**config.mk**
```make
export PLATFORM = sky130hd
export DESIGN_NAME = pwr_mode_ctrl
export DESIGN_NICKNAME = d
export VERILOG_FILES = /design/src/rtl/pwr_pkg.sv /design/src/rtl/pwr_fsm.sv /design/src/rtl/pwr_wake_status.sv /design/src/rtl/pwr_clk_gate.sv /design/src/rtl/pwr_mode_ctrl.sv
export SDC_FILE = /design/constraint.sdc
export NUM_CORES = 1
export LEC_CHECK = 0
export BUFFER_PORTS_ARGS = -buffer_cell sky130_fd_sc_hd__buf_4
export CAP_MARGIN = 5
export CORE_MARGIN = 5
export CORE_UTILIZATION = 43
export DETAILED_ROUTE_END_ITERATION = 10
export PLACE_DENSITY = 0.77
export SETUP_SLACK_MARGIN = 0.1
export SLEW_MARGIN = 20
export SYNTH_ARGS = -nofsm -noshare
export SYNTH_HDL_FRONTEND = slang
export SYNTH_SLANG_ARGS = --single-unit
```
**constraint.sdc**
```tcl
create_clock -name clk_i -period 2.05 [get_ports clk_i]
set_clock_uncertainty 0.05 [all_clocks]
set_input_delay 0.3075 -clock clk_i [delete_from_list [all_inputs] [get_ports clk_i]]
set_output_delay 0.3075 -clock clk_i [all_outputs]
set_load 0.02 [all_outputs]
```
**src/rtl/pwr_pkg.sv**
```systemverilog
package pwr_pkg;
  typedef enum logic [1:0] {
    ST_RUN   = 2'd0,
    ST_IDLE  = 2'd1,
    ST_SLEEP = 2'd2,
    ST_WAKE  = 2'd3
  } pwr_state_e;

  localparam logic MODE_SLEEP = 1'b1;
  localparam logic MODE_IDLE  = 1'b0;

  localparam int FLAG_IRQ   = 0;
  localparam int FLAG_WDT   = 1;
  localparam int FLAG_SLEEP = 2;
  localparam int FLAG_IDLE  = 3;
  localparam int N_FLAGS    = 4;
endpackage

```
**src/rtl/pwr_fsm.sv**
```systemverilog
module pwr_fsm
  import pwr_pkg::*;
#(
  parameter int N_IRQ = 8,
  parameter int SRC_W = 2
) (
  input  logic              clk_i,
  input  logic              rst_ni,
  input  logic              cmd_valid_i,
  input  logic              cmd_mode_i,
  input  logic [N_IRQ-1:0]  irq_i,
  input  logic [N_IRQ-1:0]  irq_en_i,
  input  logic              wdt_timeout_i,
  input  logic [SRC_W-1:0]  clk_src_sel_i,
  input  logic              osc_ready_i,
  output pwr_state_e        state_o,
  output logic [SRC_W-1:0]  saved_src_o,
  output logic              wdt_clr_o,
  output logic              wake_fire_o,
  output logic              wake_irq_o,
  output logic              wake_wdt_o,
  output logic              wake_from_sleep_o
);
  pwr_state_e state_q;
  logic [SRC_W-1:0] saved_q;
  logic wdt_clr_q;
  logic irq_hit, wake_req, low_power;

  assign irq_hit   = |(irq_i & irq_en_i);
  assign wake_req  = irq_hit | wdt_timeout_i;
  assign low_power = (state_q == ST_SLEEP) || (state_q == ST_IDLE);

  always_ff @(posedge clk_i or negedge rst_ni) begin
    if (!rst_ni) begin
      state_q   <= ST_RUN;
      saved_q   <= '0;
      wdt_clr_q <= 1'b0;
    end else begin
      wdt_clr_q <= 1'b0;
      unique case (state_q)
        ST_RUN: if (cmd_valid_i) begin
          if (cmd_mode_i == MODE_SLEEP) begin
            state_q   <= ST_SLEEP;
            saved_q   <= clk_src_sel_i;
            wdt_clr_q <= 1'b1;
          end else begin
            state_q <= ST_IDLE;
          end
        end
        ST_IDLE:  if (wake_req) state_q <= ST_RUN;
        ST_SLEEP: if (wake_req) state_q <= ST_WAKE;
        ST_WAKE:  if (osc_ready_i) state_q <= ST_RUN;
        default:  state_q <= ST_RUN;
      endcase
    end
  end

  assign state_o           = state_q;
  assign saved_src_o       = saved_q;
  assign wdt_clr_o         = wdt_clr_q;
  assign wake_fire_o       = low_power & wake_req;
  assign wake_irq_o        = irq_hit;
  assign wake_wdt_o        = wdt_timeout_i;
  assign wake_from_sleep_o = (state_q == ST_SLEEP);
endmodule

```
**src/rtl/pwr_wake_status.sv**
```systemverilog
module pwr_wake_status
  import pwr_pkg::*;
(
  input  logic               clk_i,
  input  logic               rst_ni,
  input  logic               wake_fire_i,
  input  logic               wake_irq_i,
  input  logic               wake_wdt_i,
  input  logic               wake_from_sleep_i,
  input  logic [N_FLAGS-1:0] clr_i,
  output logic [N_FLAGS-1:0] flags_o
);
  logic [N_FLAGS-1:0] flags_q, wake_val;

  always_comb begin
    wake_val             = '0;
    wake_val[FLAG_IRQ]   = wake_irq_i;
    wake_val[FLAG_WDT]   = wake_wdt_i;
    wake_val[FLAG_SLEEP] = wake_from_sleep_i;
    wake_val[FLAG_IDLE]  = ~wake_from_sleep_i;
  end

  // wake overrides a same-cycle clear
  always_ff @(posedge clk_i or negedge rst_ni) begin
    if (!rst_ni)          flags_q <= '0;
    else if (wake_fire_i) flags_q <= wake_val;
    else                  flags_q <= flags_q & ~clr_i;
  end

  assign flags_o = flags_q;
endmodule

```
**src/rtl/pwr_clk_gate.sv**
```systemverilog
module pwr_clk_gate
  import pwr_pkg::*;
#(
  parameter int N_PERIPH = 6,
  parameter int N_SRC    = 4,
  parameter int SRC_W    = 2
) (
  input  logic                clk_i,
  input  logic                rst_ni,
  input  pwr_state_e          state_i,
  input  logic [SRC_W-1:0]    live_src_i,
  input  logic [SRC_W-1:0]    saved_src_i,
  input  logic                mask_wr_i,
  input  logic [N_PERIPH-1:0] mask_i,
  output logic [N_SRC-1:0]    osc_en_o,
  output logic                cpu_clk_en_o,
  output logic [N_PERIPH-1:0] periph_clk_en_o,
  output logic                clk_mon_en_o
);
  logic [N_PERIPH-1:0] mask_q;
  logic [N_SRC-1:0] live_oh, saved_oh;

  always_ff @(posedge clk_i or negedge rst_ni) begin
    if (!rst_ni)        mask_q <= '0;
    else if (mask_wr_i) mask_q <= mask_i;
  end

  for (genvar s = 0; s < N_SRC; s++) begin : g_src
    assign live_oh[s]  = (live_src_i == SRC_W'(s));
    assign saved_oh[s] = (saved_src_i == SRC_W'(s));
  end

  always_comb begin
    osc_en_o        = live_oh;
    cpu_clk_en_o    = 1'b0;
    periph_clk_en_o = '0;
    clk_mon_en_o    = 1'b1;
    unique case (state_i)
      ST_RUN: begin
        cpu_clk_en_o    = 1'b1;
        periph_clk_en_o = '1;
      end
      ST_IDLE:  periph_clk_en_o = ~mask_q;
      ST_SLEEP: begin
        osc_en_o     = '0;
        clk_mon_en_o = 1'b0;
      end
      ST_WAKE: begin
        osc_en_o     = saved_oh;
        clk_mon_en_o = 1'b0;
      end
      default: ;
    endcase
  end
endmodule

```
**src/rtl/pwr_mode_ctrl.sv**
```systemverilog
module pwr_mode_ctrl
  import pwr_pkg::*;
#(
  parameter int N_IRQ    = 8,
  parameter int N_PERIPH = 6,
  parameter int N_SRC    = 4,
  localparam int SRC_W   = (N_SRC > 1) ? $clog2(N_SRC) : 1
) (
  input  logic                clk_i,
  input  logic                rst_ni,
  input  logic                cmd_valid_i,
  input  logic                cmd_mode_i,
  input  logic [N_IRQ-1:0]    irq_i,
  input  logic [N_IRQ-1:0]    irq_en_i,
  input  logic                wdt_timeout_i,
  input  logic [SRC_W-1:0]    clk_src_sel_i,
  input  logic                osc_ready_i,
  input  logic                idle_mask_wr_i,
  input  logic [N_PERIPH-1:0] idle_mask_i,
  input  logic [3:0]          flag_clr_i,
  output logic [N_SRC-1:0]    osc_en_o,
  output logic                cpu_clk_en_o,
  output logic [N_PERIPH-1:0] periph_clk_en_o,
  output logic                clk_mon_en_o,
  output logic                wdt_clr_o,
  output logic [3:0]          wake_flags_o
);
  pwr_state_e state;
  logic [SRC_W-1:0] saved_src;
  logic wake_fire, wake_irq, wake_wdt, wake_from_sleep;

  pwr_fsm #(.N_IRQ(N_IRQ), .SRC_W(SRC_W)) i_fsm (
    .clk_i, .rst_ni, .cmd_valid_i, .cmd_mode_i, .irq_i, .irq_en_i,
    .wdt_timeout_i, .clk_src_sel_i, .osc_ready_i,
    .state_o(state), .saved_src_o(saved_src), .wdt_clr_o,
    .wake_fire_o(wake_fire), .wake_irq_o(wake_irq), .wake_wdt_o(wake_wdt),
    .wake_from_sleep_o(wake_from_sleep)
  );

  pwr_wake_status i_status (
    .clk_i, .rst_ni, .wake_fire_i(wake_fire), .wake_irq_i(wake_irq),
    .wake_wdt_i(wake_wdt), .wake_from_sleep_i(wake_from_sleep),
    .clr_i(flag_clr_i), .flags_o(wake_flags_o)
  );

  pwr_clk_gate #(.N_PERIPH(N_PERIPH), .N_SRC(N_SRC), .SRC_W(SRC_W)) i_gate (
    .clk_i, .rst_ni, .state_i(state), .live_src_i(clk_src_sel_i),
    .saved_src_i(saved_src), .mask_wr_i(idle_mask_wr_i), .mask_i(idle_mask_i),
    .osc_en_o, .cpu_clk_en_o, .periph_clk_en_o, .clk_mon_en_o
  );
endmodule

```
=== After elaboration in Yosys (flattened, before gate mapping) ===
Index checks and enable logic that the tools add are counted.

* Equal/unequal tests: 13
* Mux-type cells: 14
* Reduce and logical (&&, ||, !) cells: 8
* Bitwise logic cells: 7

{| class="wikitable"
|+ Operators by type and width
! kind !! number
|-
| 2-bit equality test (second input constant) || 6
|-
| 6-bit one-hot mux with 2 select lines || 1
|-
| 2-bit 2-to-1 mux || 5
|-
| 8-bit bitwise AND || 1
|-
| 2-bit one-hot mux with 4 select lines || 1
|-
| 4-bit one-hot mux with 2 select lines || 1
|-
| 8-bit OR reduction || 1
|-
| 2-bit by 1-bit equality test with 1-bit output (second input constant) || 3
|-
| 2-bit logical NOT || 3
|-
| 2-bit != test (second input constant) || 3
|-
| 6-bit NOT || 1
|-
| 1-bit 2-to-1 mux || 5
|-
| 4-bit bitwise AND || 1
|-
| 4-bit 2-to-1 mux || 1
|-
| 4-bit NOT || 1
|-
| 4-bit AND reduction || 1
|-
| 3-bit AND reduction || 1
|-
| 2-bit by 1-bit != test with 1-bit output (second input constant) || 1
|-
| 2-bit OR reduction || 1
|-
| 1-bit bitwise AND || 1
|-
| 1-bit logical OR || 1
|-
| 1-bit NOT || 1
|-
| 1-bit bitwise OR || 1
|}

* Register bits after elaboration: 15
* Bits of input ports: 35
* Output and inout port bits: 17

=== Longest topological paths before layout ===
* Depth after elaboration: 5
* Mapped depth: 6

=== By module ===
Synthesis repeated with hierarchy kept, for this count alone.

* Cells, all modules: 81
* Area, all modules: 903.4 um^2

{| class="wikitable"
|+ Modules (own cells, without submodules)
! module !! instances !! area each (um^2) !! sequential area each (um^2) !! cells each
|-
| pwr_fsm || 1 || 380.4 || 125.1 || 32
|-
| pwr_clk_gate || 1 || 354.1 || 150.1 || 34
|-
| pwr_wake_status || 1 || 168.9 || 100.1 || 15
|}

=== Worst setup path after synthesis ===
No wires, ideal clock.

* Path kind: reg2out
* Start: register i_fsm.state_q[0] (netlist: i_fsm.state_o[0])
* End: output port osc_en_o[1]
* Stages on the path, launching flop included: 5
* Slack: 253 ps
* Data arrival time: 1,439 ps
* Cell sequence: dfrtp_1 -> ha_1 -> buf_6 -> or4b_1 -> o21ai_1

* Cells in the longest elaborated chain, start to end: 2
* Elaborated cells between the ends (all ways): 3

{| class="wikitable"
|+ RTL lines
! element !! line !! source
|-
| from (decl) || pwr_fsm.sv:24 || <nowiki>pwr_state_e state_q;</nowiki>
|-
| from (signal assigned) || pwr_fsm.sv:35 || <nowiki>state_q <= ST_RUN;</nowiki>
|-
| from (signal assigned) || pwr_fsm.sv:43 || <nowiki>state_q <= ST_SLEEP;</nowiki>
|-
| from (signal assigned) || pwr_fsm.sv:47 || <nowiki>state_q <= ST_IDLE;</nowiki>
|-
| 2-bit equality test || pwr_clk_gate.sv:38 || <nowiki>unique case (state_i)</nowiki>
|-
| 4-bit one-hot mux with 2 select lines * || pwr_clk_gate.sv:38 ||
|-
| to (decl) || pwr_mode_ctrl.sv:21 || <nowiki>output logic [N_SRC-1:0] osc_en_o,</nowiki>
|}

Every way passes the cells marked *; elsewhere a longest branch is shown, timed or not.

=== Worst setup path in the final report ===
Ends and elaborated chain as after synthesis.

==> impl_metrics.yaml <==
floorplanning:
  start_util_pct: 44.4
  die-area_sq_um: 3290
  die_h_um: 57.3
  coreArea_sq_um: 2170
  fp.dieW_um: 57.3
  ios: 52
  num_rows: 17
place:
  placedCellCount: 171
  place_hpwl_um: 1830
  numPortBuffers: 51
  gp_congestion: 0.768
  place_area_sq_um: 1360
  pre_cts_ws_ns: 0.291
worst_hold_path:
  hold_start: "idle_mask_i[4]"
  hp-class: "in -> reg"
worst_setup_path:
  r2r-start: "i_fsm.state_o[0]"
  end_kind: "output port"
  critPathLaunch: "i_fsm.state_o[0]"
  cp_max_fo: 3
  cp.arrival_ns: 1.63
  required_ns: 1.69
  worstSetupPathType: "reg -> out"
  startpoint_type: "register"
sta:
  period_minus_slack_ns: 1.99
  worst_pin_slew_ns: 0.297
  relSlewSlack_pct: 80.2
  setup_viol: 0
  holdWs_ns: 0.182
  hold_violations: 0
  tns_ns: 0
  final_max_slew_viol_count: 0
  timing.fmax_mhz: 503
  fin_ws_ns: 0.0621
  rsz0062_at_grt: "yes"
  period_share_pct: 97.0
final_layout:
  syn_to_final_growth_pct: 48.7
  fin_cells: 178
  fillCellCount: 192
  final_core_util_pct: 66.0
  n_antenna_cell: 0
  drive_above_1_share_pct: 46.7
  final_cell_area_sq_um: 1430
  nNetsFinal: 191
logic_synthesis:
  synth_mux_area_share_pct: 7.66
  async_reset_ff_share_pct: 100
  synthCells: 94
  synth_enable_flop_cells: 0
  ys_types: 25
  ys_top_cells_by_count: "dfrtp_1, inv_1, nand2_1, o21ai_1, a21o_1"
  synth_compound_area_share_pct: 23.5
  yosysTopAreaCellShare_pct: 39.0
  yosysMostFrequentCell: "dfrtp_1"
  avgSynthCellArea_sq_um: 10.2
  synth_fa_ha_area_share_pct: 6.49
  ys_seq_elements: 15
  synth_xor_area_share_pct: 0
  synth_area_leaders: "dfrtp_1, a22oi_4, ha_1"
  syn_nets: 134
  synth_top_area_cell: "dfrtp_1"
  synth-simple-area-share_pct: 14.8
  synth_top_family_by_area: "compound AO/OA/AOI/OAI gates"
  synth_warnings: 0
  syn-cell-area_sq_um: 963
  synth_top_flop_cell: "dfrtp_1"
  ys_seq_area_share_pct: 39.0
clocking:
  cts_sinks: 15
  insertion_delay_ns: 0.27
  cts-root-buf: "clkbuf_4"
  clk_pin_slew_ns: 0.08
  cts_max_level: 1
  cts_tree: "done"
  cts_made_buffers: 3
  clockBufferDepth: 2
global_route:
  grt_usage_pct: 14.4
  antenna_found_initial: 0
  grt_pass1_vias: 831
  grt_pass1_wl_um: 3730
  grt_overflow_total: 0
  grt_max_degree: 16
drt:
  vias_per_cell: 4.83
  drtIter0Drc: 8
  routed_wl_um: 2230
  wl_per_cell_um: 12.5
  remaining_drc_errors: 0
  dr.pass1.iters: 4
  vias: 859
  ant_nets: 0
flow_run:
  maxCapViolations: 0
pwr:
  ir_worst_vdd_mv: 0.781
  power_mw: 1.81
  power_density_nw_per_um2: 1270
  cellLeakagePower_nw: 0.773
status:
  status: "completed"
==> metal layers <==
metal / vias up / wire (um) / track usage (%)
met1: 390 / 943 / 17.5
met3: 2 / 195 / 5.66
li1: 436 / - / -
met5: - / 0 / 0
met4: 0 / 11 / 4.97
met2: 31 / 1080 / 23.2
==> repair_timing <==
action | CTS | global route
hold endpoints to repair | 15 | 0
pin swaps | 2 | 2
endpoints found under the setup margin | 2 | 3
gates cloned | 0 | 0
resized for setup | 3 | 3
hold buffers | 1 | 0
setup buffers | 2 | 0
==> final cells by class <==
class | count | area [sq um] | area share [%]
multi-input combinational | 63 | 528 | 36.9
timing repair buffer | 56 | 423 | 29.5
sequential | 15 | 375 | 26.2
inverter | 12 | 45.0 | 3.14
tap | 28 | 35.0 | 2.45
clock buffer | 4 | 26.3 | 1.83
==> worst paths after layout <==
check                           depth (start not counted)  slack, ns          endpoint
worst max register to register                          6       0.49  i_fsm.state_o[1]
worst min register to register                          2       0.47  i_gate.mask_q[4]
worst max-delay path                                    4       0.06       osc_en_o[1]
max in group asynchronous                               2       1.43  i_fsm.state_o[1]
min in group asynchronous                               2       0.36  i_gate.mask_q[3]
worst min-delay path                                    3       0.18  i_gate.mask_q[4]
==> worst max-delay path, stage by stage (launching register included) <==
cell and delay [ns]:
dfrtp_1 0.41, ha_2 0.19, or4b_1 0.49, o21ai_1 0.10, buf_4 0.16
==> placed cells by master, fill, tap and decap left out, types with 2 or more instances in the layout <==
| master | n |
|---|---|
| nor2_1 | 4 |
| nand3_1 | 2 |
| ha_1 | 2 |
| inv_1 | 11 |
| o21ai_1 | 9 |
| a21o_1 | 7 |
| nand2_1 | 12 |
| dfrtp_1 | 15 |
| ha_2 | 3 |
| a22oi_4 | 3 |
| nand3b_1 | 3 |
| clkbuf_4 | 3 |
| mux2i_1 | 4 |
| mux2_1 | 3 |
| buf_4 | 55 |
==> logic make-up (layout without fill, tap and decap cells) <==
family,after synthesis,count (layout)
AND/OR/NAND/NOR,26,26
flip-flops,15,15
adder cells (fa/ha/maj),5,5
multiplexers,7,7
AO/OA/AOI/OAI,25,25
buffers and inverters,16,72
==> report_power, final <==
part	internal, mW	switching [mW]	leakage, nW	total (mW)
Sequential	0.390	0.0686	0.184	0.458
Combinational	0.560	0.635	0.574	1.19
Clock	0.0753	0.0856	0.0150	0.161
==> state kept, by name, indices dropped and copies added (netlist names) <==
signal	flops
i_fsm.saved_src_o	2
i_fsm.state_o	2
i_fsm.wdt_clr_o	1
i_gate.mask_q	6
i_status.flags_o	4
No activity file was read; power rests on OpenSTA's default activity.
